--- config.mk ---
export PLATFORM = sky130hd
export DESIGN_NAME = modem_ctl_regs
export DESIGN_NICKNAME = d
export VERILOG_FILES = /design/src/rtl/mcsr_pkg.sv /design/src/rtl/mcsr_sync.sv /design/src/rtl/mcsr_delta.sv /design/src/rtl/modem_ctl_regs.sv
export SDC_FILE = /design/constraint.sdc
export NUM_CORES = 1
export LEC_CHECK = 0
export BUFFER_PORTS_ARGS = -buffer_cell sky130_fd_sc_hd__buf_2
export CORE_MARGIN = 3
export CORE_UTILIZATION = 54
export DETAILED_ROUTE_END_ITERATION = 7
export GPL_ROUTABILITY_DRIVEN = 0
export PLACE_DENSITY = 0.91
export SYNTH_ARGS = -nofsm -noshare
export SYNTH_HDL_FRONTEND = slang
export SYNTH_SLANG_ARGS = --single-unit
export TNS_END_PERCENT = 20
--- constraint.sdc ---
create_clock -name clk -period 1.55 [get_ports clk]
set_input_delay 0.155 -clock clk [delete_from_list [all_inputs] [get_ports clk]]
set_output_delay 0.155 -clock clk [all_outputs]
set_load 0.01 [all_outputs]
--- src/rtl/mcsr_pkg.sv ---
// Shared constants for the handshake register block: bus widths,
// register addresses and the bit position of the break control.
package mcsr_pkg;
    localparam int REG_AW  = 2;
    localparam int REG_DW  = 8;
    localparam int N_MODEM = 4;
    localparam int BRK_BIT = 6;

    localparam logic [REG_AW-1:0] A_HSK  = 2'd0;
    localparam logic [REG_AW-1:0] A_LINE = 2'd1;
    localparam logic [REG_AW-1:0] A_STAT = 2'd2;
endpackage

--- src/rtl/mcsr_sync.sv ---
// Multi-stage flop synchronizer for a vector of asynchronous inputs.
// Assumes every bit is an independent slow level, so no bus coherence
// is required. All stages reset to zero.
module mcsr_sync #(
    parameter int W      = 4,
    parameter int STAGES = 2
) (
    input  logic         clk,
    input  logic         rst_n,
    input  logic [W-1:0] async_i,
    output logic [W-1:0] sync_o
);
    logic [W-1:0] chain [STAGES];

    for (genvar s = 0; s < STAGES; s++) begin : g_stage
        // Shift the input through one more stage of the chain.
        always_ff @(posedge clk) begin
            if (!rst_n)      chain[s] <= '0;
            else if (s == 0) chain[s] <= async_i;
            else             chain[s] <= chain[(s == 0) ? 0 : s-1];
        end
    end

    assign sync_o = chain[STAGES-1];
endmodule

--- src/rtl/mcsr_delta.sv ---
// Level capture and sticky change flags for synchronized inputs.
// Assumes sync_i is already synchronous to clk. A change in the same
// cycle as rd_clr wins over the clear, so no change event is lost.
module mcsr_delta #(
    parameter int W = 4
) (
    input  logic         clk,
    input  logic         rst_n,
    input  logic [W-1:0] sync_i,
    input  logic         rd_clr,
    output logic [W-1:0] level_o,
    output logic [W-1:0] delta_o
);
    logic [W-1:0] chg;

    assign chg = sync_i ^ level_o;

    for (genvar g = 0; g < W; g++) begin : g_bit
        // Capture the level and update the sticky change flag.
        always_ff @(posedge clk) begin
            if (!rst_n) begin
                level_o[g] <= 1'b0;
                delta_o[g] <= 1'b0;
            end else begin
                level_o[g] <= sync_i[g];
                delta_o[g] <= chg[g] | (delta_o[g] & ~rd_clr);
            end
        end


        level_track_chk: assert property (@(posedge clk) disable iff (!rst_n)
            1'b1 |=> level_o[g] == $past(sync_i[g]));

        edge_set_chk: assert property (@(posedge clk) disable iff (!rst_n)
            chg[g] |=> delta_o[g]);

        rd_clear_chk: assert property (@(posedge clk) disable iff (!rst_n)
            (rd_clr && !chg[g]) |=> !delta_o[g]);

        rd_race_chk: assert property (@(posedge clk) disable iff (!rst_n)
            (rd_clr && chg[g]) |=> delta_o[g]);
    end
endmodule

--- src/rtl/modem_ctl_regs.sv ---
// Handshake register block of a serial port: control outputs, a break
// override on the transmit line, and synchronized modem status with
// sticky change flags. Assumes single-cycle bus strobes. Read data is
// registered, and a status read clears the change flags.
module modem_ctl_regs
    import mcsr_pkg::*;
(
    input  logic              clk,
    input  logic              rst_n,
    input  logic [REG_AW-1:0] bus_addr,
    input  logic [REG_DW-1:0] bus_wdata,
    input  logic              bus_we,
    input  logic              bus_re,
    output logic [REG_DW-1:0] bus_rdata,
    input  logic              cts_async_i,
    input  logic              dsr_async_i,
    input  logic              ri_async_i,
    input  logic              dcd_async_i,
    input  logic              ser_tx_in,
    output logic              ser_tx_out,
    output logic              term_ready_o,
    output logic              send_req_o
);
    logic [1:0]         hsk_q;
    logic [REG_DW-1:0]  line_q;
    logic [N_MODEM-1:0] raw_in, sync_in, lvl, dlt;
    logic [REG_DW-1:0]  rd_mux;
    logic               stat_rd;

    assign raw_in  = {dcd_async_i, ri_async_i, dsr_async_i, cts_async_i};
    assign stat_rd = bus_re && (bus_addr == A_STAT);

    mcsr_sync #(.W(N_MODEM), .STAGES(2)) sync_i (
        .clk(clk), .rst_n(rst_n), .async_i(raw_in), .sync_o(sync_in)
    );

    mcsr_delta #(.W(N_MODEM)) delta_i (
        .clk(clk), .rst_n(rst_n), .sync_i(sync_in), .rd_clr(stat_rd),
        .level_o(lvl), .delta_o(dlt)
    );

    // Register writes to the control and line-control registers.
    always_ff @(posedge clk) begin
        if (!rst_n) begin
            hsk_q  <= '0;
            line_q <= '0;
        end else if (bus_we) begin
            if (bus_addr == A_HSK)  hsk_q  <= bus_wdata[1:0];
            if (bus_addr == A_LINE) line_q <= bus_wdata;
        end
    end

    // Select read data by address.
    always_comb begin
        unique case (bus_addr)
            A_HSK:   rd_mux = {{(REG_DW-2){1'b0}}, hsk_q};
            A_LINE:  rd_mux = line_q;
            A_STAT:  rd_mux = {lvl, dlt};
            default: rd_mux = '0;
        endcase
    end

    // Register read data on a read strobe.
    always_ff @(posedge clk) begin
        if (!rst_n)      bus_rdata <= '0;
        else if (bus_re) bus_rdata <= rd_mux;
    end

    assign term_ready_o = hsk_q[0];
    assign send_req_o   = hsk_q[1];
    assign ser_tx_out   = ser_tx_in & ~line_q[BRK_BIT];


    hsk_wr_chk: assert property (@(posedge clk) disable iff (!rst_n)
        (bus_we && bus_addr == A_HSK) |=>
            (term_ready_o == $past(bus_wdata[0]) && send_req_o == $past(bus_wdata[1])));

    brk_space_chk: assert property (@(posedge clk) disable iff (!rst_n)
        line_q[BRK_BIT] |-> !ser_tx_out);

    ro_wr_ign_chk: assert property (@(posedge clk) disable iff (!rst_n)
        (bus_we && bus_addr[1]) |=> ($stable(line_q) && $stable(hsk_q)));
endmodule

## Word level (Yosys, flattened, before mapping)

Memory sizes are Yosys's and may differ from the RTL's.
Cells that the tools add are included.

| operators by class | value |
|---|---|
| reduce and logical (&&, ||, !) cells | 4 |
| divide/modulo/power cells | 0 |
| $lt $le $gt $ge | 0 |
| add/sub/neg operators | 0 |
| mux-type cells | 5 |
| equality and inequality tests | 2 |
| shift operators | 0 |
| multiply operators | 0 |
| bitwise gates (word level) | 14 |

Operators by type and width:

| cell | count |
|---|---|
| $pmux W8 S3 | 1 |
| $mux W4 | 2 |
| $or A1 B1 Y1 | 6 |
| $and A1 B1 Y1 | 5 |
| $reduce_and A2 Y1 | 2 |
| $xor A4 B4 Y4 | 1 |
| $eq A2 B1 Y1 const B | 1 |
| $eq A2 B2 Y1 const B | 1 |
| $logic_not A2 Y1 | 1 |
| $mux W1 | 2 |
| $not A1 Y1 | 2 |
| $logic_and A1 B1 Y1 | 1 |

| storage, ports and cells | value |
|---|---|
| memories | 1 |
| logic and storage cells | 37 |
| bits in writable memories | 8 |
| ROM bits | 0 |
| output and inout bits | 11 |
| latch bits | 0 |
| flip-flop bits (word level) | 26 |

Memory list:

| memory | depth | width | read ports | clocked after memory_dff | wr ports | RTL line | source |
|---|---|---|---|---|---|---|---|
| sync_i.chain | 2 | 4 | 2 | 0 | 2 | mcsr_sync.sv:13 | `logic [W-1:0] chain [STAGES];` |

## Depth between registers and ports, before layout

| logic depth | value |
|---|---|
| depth in word-level cells | 5 |
| depth in mapped cells | 5 |
| gate-level depth less buffers | 3 |

## By module

A second synthesis with hierarchy kept.

| unflattened totals | value |
|---|---|
| cells, all modules | 125 |
| area, all modules | 1252.5 um2 |

Modules (own cells, without submodules):

| module | seq. area each (um2) | cells each | times used | area each (um2) |
|---|---|---|---|---|
| modem_ctl_regs | 360.3 | 85 | 1 | 762.0 |
| mcsr_delta | 160.2 | 24 | 1 | 280.3 |
| mcsr_sync | 160.2 | 16 | 1 | 210.2 |

## Least setup slack after synthesis

Ideal clock, no wire load.

| timing path | value |
|---|---|
| kind | input port to flip-flop |
| from | input bus_addr[0] |
| to | register bus_rdata[2] |
| arrival time | 830 ps |
| data required time | 1418 ps |
| slack | 588 ps |
| stages on the path | 5 |
| cell sequence | buf_4 and2b_1 buf_6 a22oi_1 a21oi_1 |

| on the way | value |
|---|---|
| longest elaborated chain between the ends | 2 |
| elaborated cells between the ends (all ways) | 4 |

Ends and longest elaborated chain:

| what | RTL line | source |
|---|---|---|
| from (decl) | modem_ctl_regs.sv:10 | `input logic [REG_AW-1:0] bus_addr,` |
| $eq A2 B2 Y1, or another cell as far along | modem_ctl_regs.sv:55 | `unique case (bus_addr)` |
| $pmux W8 S3 (*) | modem_ctl_regs.sv:55 |  |
| to (signal assigned) | modem_ctl_regs.sv:66 | `else if (bus_re) bus_rdata <= rd_mux;` |
| to (decl) | modem_ctl_regs.sv:14 | `output logic [REG_DW-1:0] bus_rdata,` |

Mark *: on every way between the ends. The rest lies on a longest branch, timed or not.
A chain may end at the register's enable or synchronous reset.

## Worst setup path in the final report

| timing path | value |
|---|---|
| from | register line_q[6] |
| to | output ser_tx_out |

| on the way | value |
|---|---|
| longest elaborated chain between the ends | 2 |

Ends and longest elaborated chain:

| what | RTL line | source |
|---|---|---|
| from (decl) | modem_ctl_regs.sv:25 | `logic [REG_DW-1:0] line_q;` |
| from (signal assigned) | modem_ctl_regs.sv:49 | `if (bus_addr == A_LINE) line_q <= bus_wdata;` |
| $not A1 Y1 | modem_ctl_regs.sv:71 | `assign ser_tx_out = ser_tx_in & ~line_q[BRK_BIT];` |
| $and A1 B1 Y1 | modem_ctl_regs.sv:71 |  |
| to (decl) | modem_ctl_regs.sv:20 | `output logic ser_tx_out,` |

No other way between the ends.

==> results.yml <==
floorplanning:
  fp.dieArea_um2: 2944
  die_w_um: 54.26
  io_pins: 30
  start_util_pct: 60.40
  die_h_um: 54.26
  row_count: 16
  core_region_area_um2: 2082
synthesis:
  yosys.area.top_type_share_pct: 54.13
  yosys-top-cells-area: "dfxtp_1, and2_1, a21boi_1, a21oi_1, nor2b_1"
  ys_types: 20
  avgSynthCellArea_um2: 9.824
  syn_area_um2: 1257
  ys_seq_area_share_pct: 54.13
  yosysTopAreaCell: "dfxtp_1"
  synthArstFlopShare_pct: 0
  ys_ff_latch: 34
  synth_commonest_cells: "dfxtp_1, and2_1, a21oi_1, nand2_1"
  synthesis.nets: 147
  ys.warnings.count: 0
  ys.flop_type: "dfxtp_1"
  syn_inst: 128
  synth_most_common_cell: "dfxtp_1"
  synth_edf_count: 0
clocking:
  cts_tree: "done"
  path_clk_slew_ns: 0.09
  htreeDepth: 2
  clk_latency_ns: 0.32
  cts_resized: 0
  cts-root-buf: "clkbuf_4"
  cts_sinks: 34
  ctsHoldBuffers: 0
  cts_buffers: 5
  cts_buffer_depth: 2
  post_cts_buffers: 0
placed_design:
  dp_hpwl_um: 1721
  placed_area_um2: 1393
  port_buffers: 29
  pre_cts_ws_ns: 0.4054
sta:
  hold_ws_ns: 0.02862
  fin_skew_ns: 0.001505
  final.setup.worst_slack_ns: 0.4889
  rsz0062_at_grt: "no"
  period_share_pct: 68.46
  hold_violations: 0
  period_minus_slack_ns: 1.061
  slew_violations: 0
  slew_headroom_pct: 67.83
  fmax_mhz: 942.4
  tightest_slew_ns: 0.4815
  finalSetupViolCount: 0
  tns_ns: 0
grt:
  grt_pass1_vias: 902
  grt_max_degree: 35
  overflow: 0
  antenna_found_initial: 0
  grt_pass1_wl_um: 3850
  grt_use_total_pct: 18.72
detailed_routing:
  met3_wirelength_um: 149
  num_vias: 955
  highest_layer: "met4"
  drt_first_iter_violations: 30
  wl_um: 2358
  via_per_inst: 5.219
  drt_first_pass_iters: 4
  dr_wl_met2_um: 1118
  drc: 0
  final_antenna_net_count: 0
  post_drt_wl_per_cell_um: 12.89
  met1_length_um: 1063
critical_path:
  cp-start-kind: "flip-flop"
  cp_data_required_time_ns: 1.39
  crit_chain: "nor2b_1 > buf_2"
  crit_slowest_cell: "dfxtp_1"
  r2r_end: "bus_rdata[0]"
  worst_r2r_path_depth: 3
  cp_max_fo: 3
  timing.rr.start: "hsk_q[0]"
  arrival_ns: 0.91
  end_kind: "primary output"
  max_stage_delay_ns: 0.34
  path_class: "reg -> out"
  r2r_slack_ns: 0.68
power_and_ir_drop:
  power_density_nw_per_um2: 1040
  p_leak_nw: 0.6010
  ir_drop_v: 0.0008350
worst_hold_path:
  hp-class: "in -> reg"
  min_from: "dsr_async_i"
  holdPathEnd: "sync_i.chain[0][1]"
  holdPathStages: 2
final_layout:
  syn2layout_area_growth_pct: 14.33
  nets: 175
  drive_above_1_share_pct: 22.44
  final_area_um2: 1438
  nFillCells: 173
  antenna_cells: 0
  fin_util_pct: 69.05
run_status:
  outcome: "finished, final reports clean"
flow_run:
  maxCapViolCount: 0
[cells by family (layout without fill, tap and decap cells)]
| kind of cell | count (synthesis) | after routing | share of synthesized area (%) |
|---|---|---|---|
| DFF | 34 | 34 | 54.13 |
| buffers and inverters | 8 | 36 | 3.482 |
| muxes | 4 | 4 | 3.184 |
| xor gates and xnor gates | 4 | 4 | 2.786 |
| AOI/OAI and AO/OA | 34 | 34 | 16.52 |
| and+or+nand+nor | 44 | 44 | 19.90 |
[routing by layer]
| metal | vias up | track usage (%) |
|---|---|---|
| met3 | 4 | 7.357 |
| met5 | - | 0 |
| met2 | 31 | 30.88 |
| met1 | 427 | 22.15 |
| met4 | 0 | 6.224 |
| li1 | 493 | - |
[critical path, delay by kind of cell, from the launching register on]
kind / cells / cell delay, ns
buf+inv: 1 / 0.14
flops: 1 / 0.34
simple gates: 1 / 0.11
[where the power goes]
group	internal (mW)	switching (mW)	leakage (nW)	total (mW)
logic	0.0652	0.0767	0.297	0.142
clock network	0.171	0.251	0.0254	0.421
registers	0.913	0.0193	0.279	0.932
total	1.15	0.346	0.601	1.49
[sequential cells by signal, indices dropped and copies added (netlist names)]
name	cells
bus_rdata	8
sync_i.chain	8
delta_i.level_o	4
hsk_q	2
delta_i.delta_o	4
line_q	8
[through the flow]
stage	power, mW	cells
floorplan	1.041	128
global placement	1.087	176
detailed placement	1.094	176
CTS	1.510	183
global route	1.566	183
finish	1.495	183
[worst max path at each step]
stage	to	slack, ns	from
after global routing	ser_tx_out	0.45	line_q[6]
after detailed placement	bus_rdata[2]	0.41	bus_addr[1]
after global placement	bus_rdata[4]	0.47	bus_addr[1]
after CTS	ser_tx_out	0.47	line_q[6]
final	ser_tx_out	0.49	line_q[6]
after floorplan	bus_rdata[2]	0.59	bus_addr[0]
[cells in the final DEF, fill, tap and decap left out, drive strengths merged]
cell type  instances
dfxtp             34
xor2               4
a31oi              2
o21ai              8
nand3              8
nand3b             2
a22oi              6
or2                2
nor3b              1
mux2i              4
a21boi             8
buf               29
a21oi             10
nand2             10
and2b              1
clkbuf             7
nor2b              8
and2              12
[layout make-up]
class	instances	area (µm²)	area share, %
well taps	27	33.78	2.350
repair buffers	29	145.1	10.10
multi-input cells	86	533.0	37.08
flip-flops and latches	34	680.7	47.35
clock buffers	7	45.04	3.133
Power figures use the tool's default switching activity.
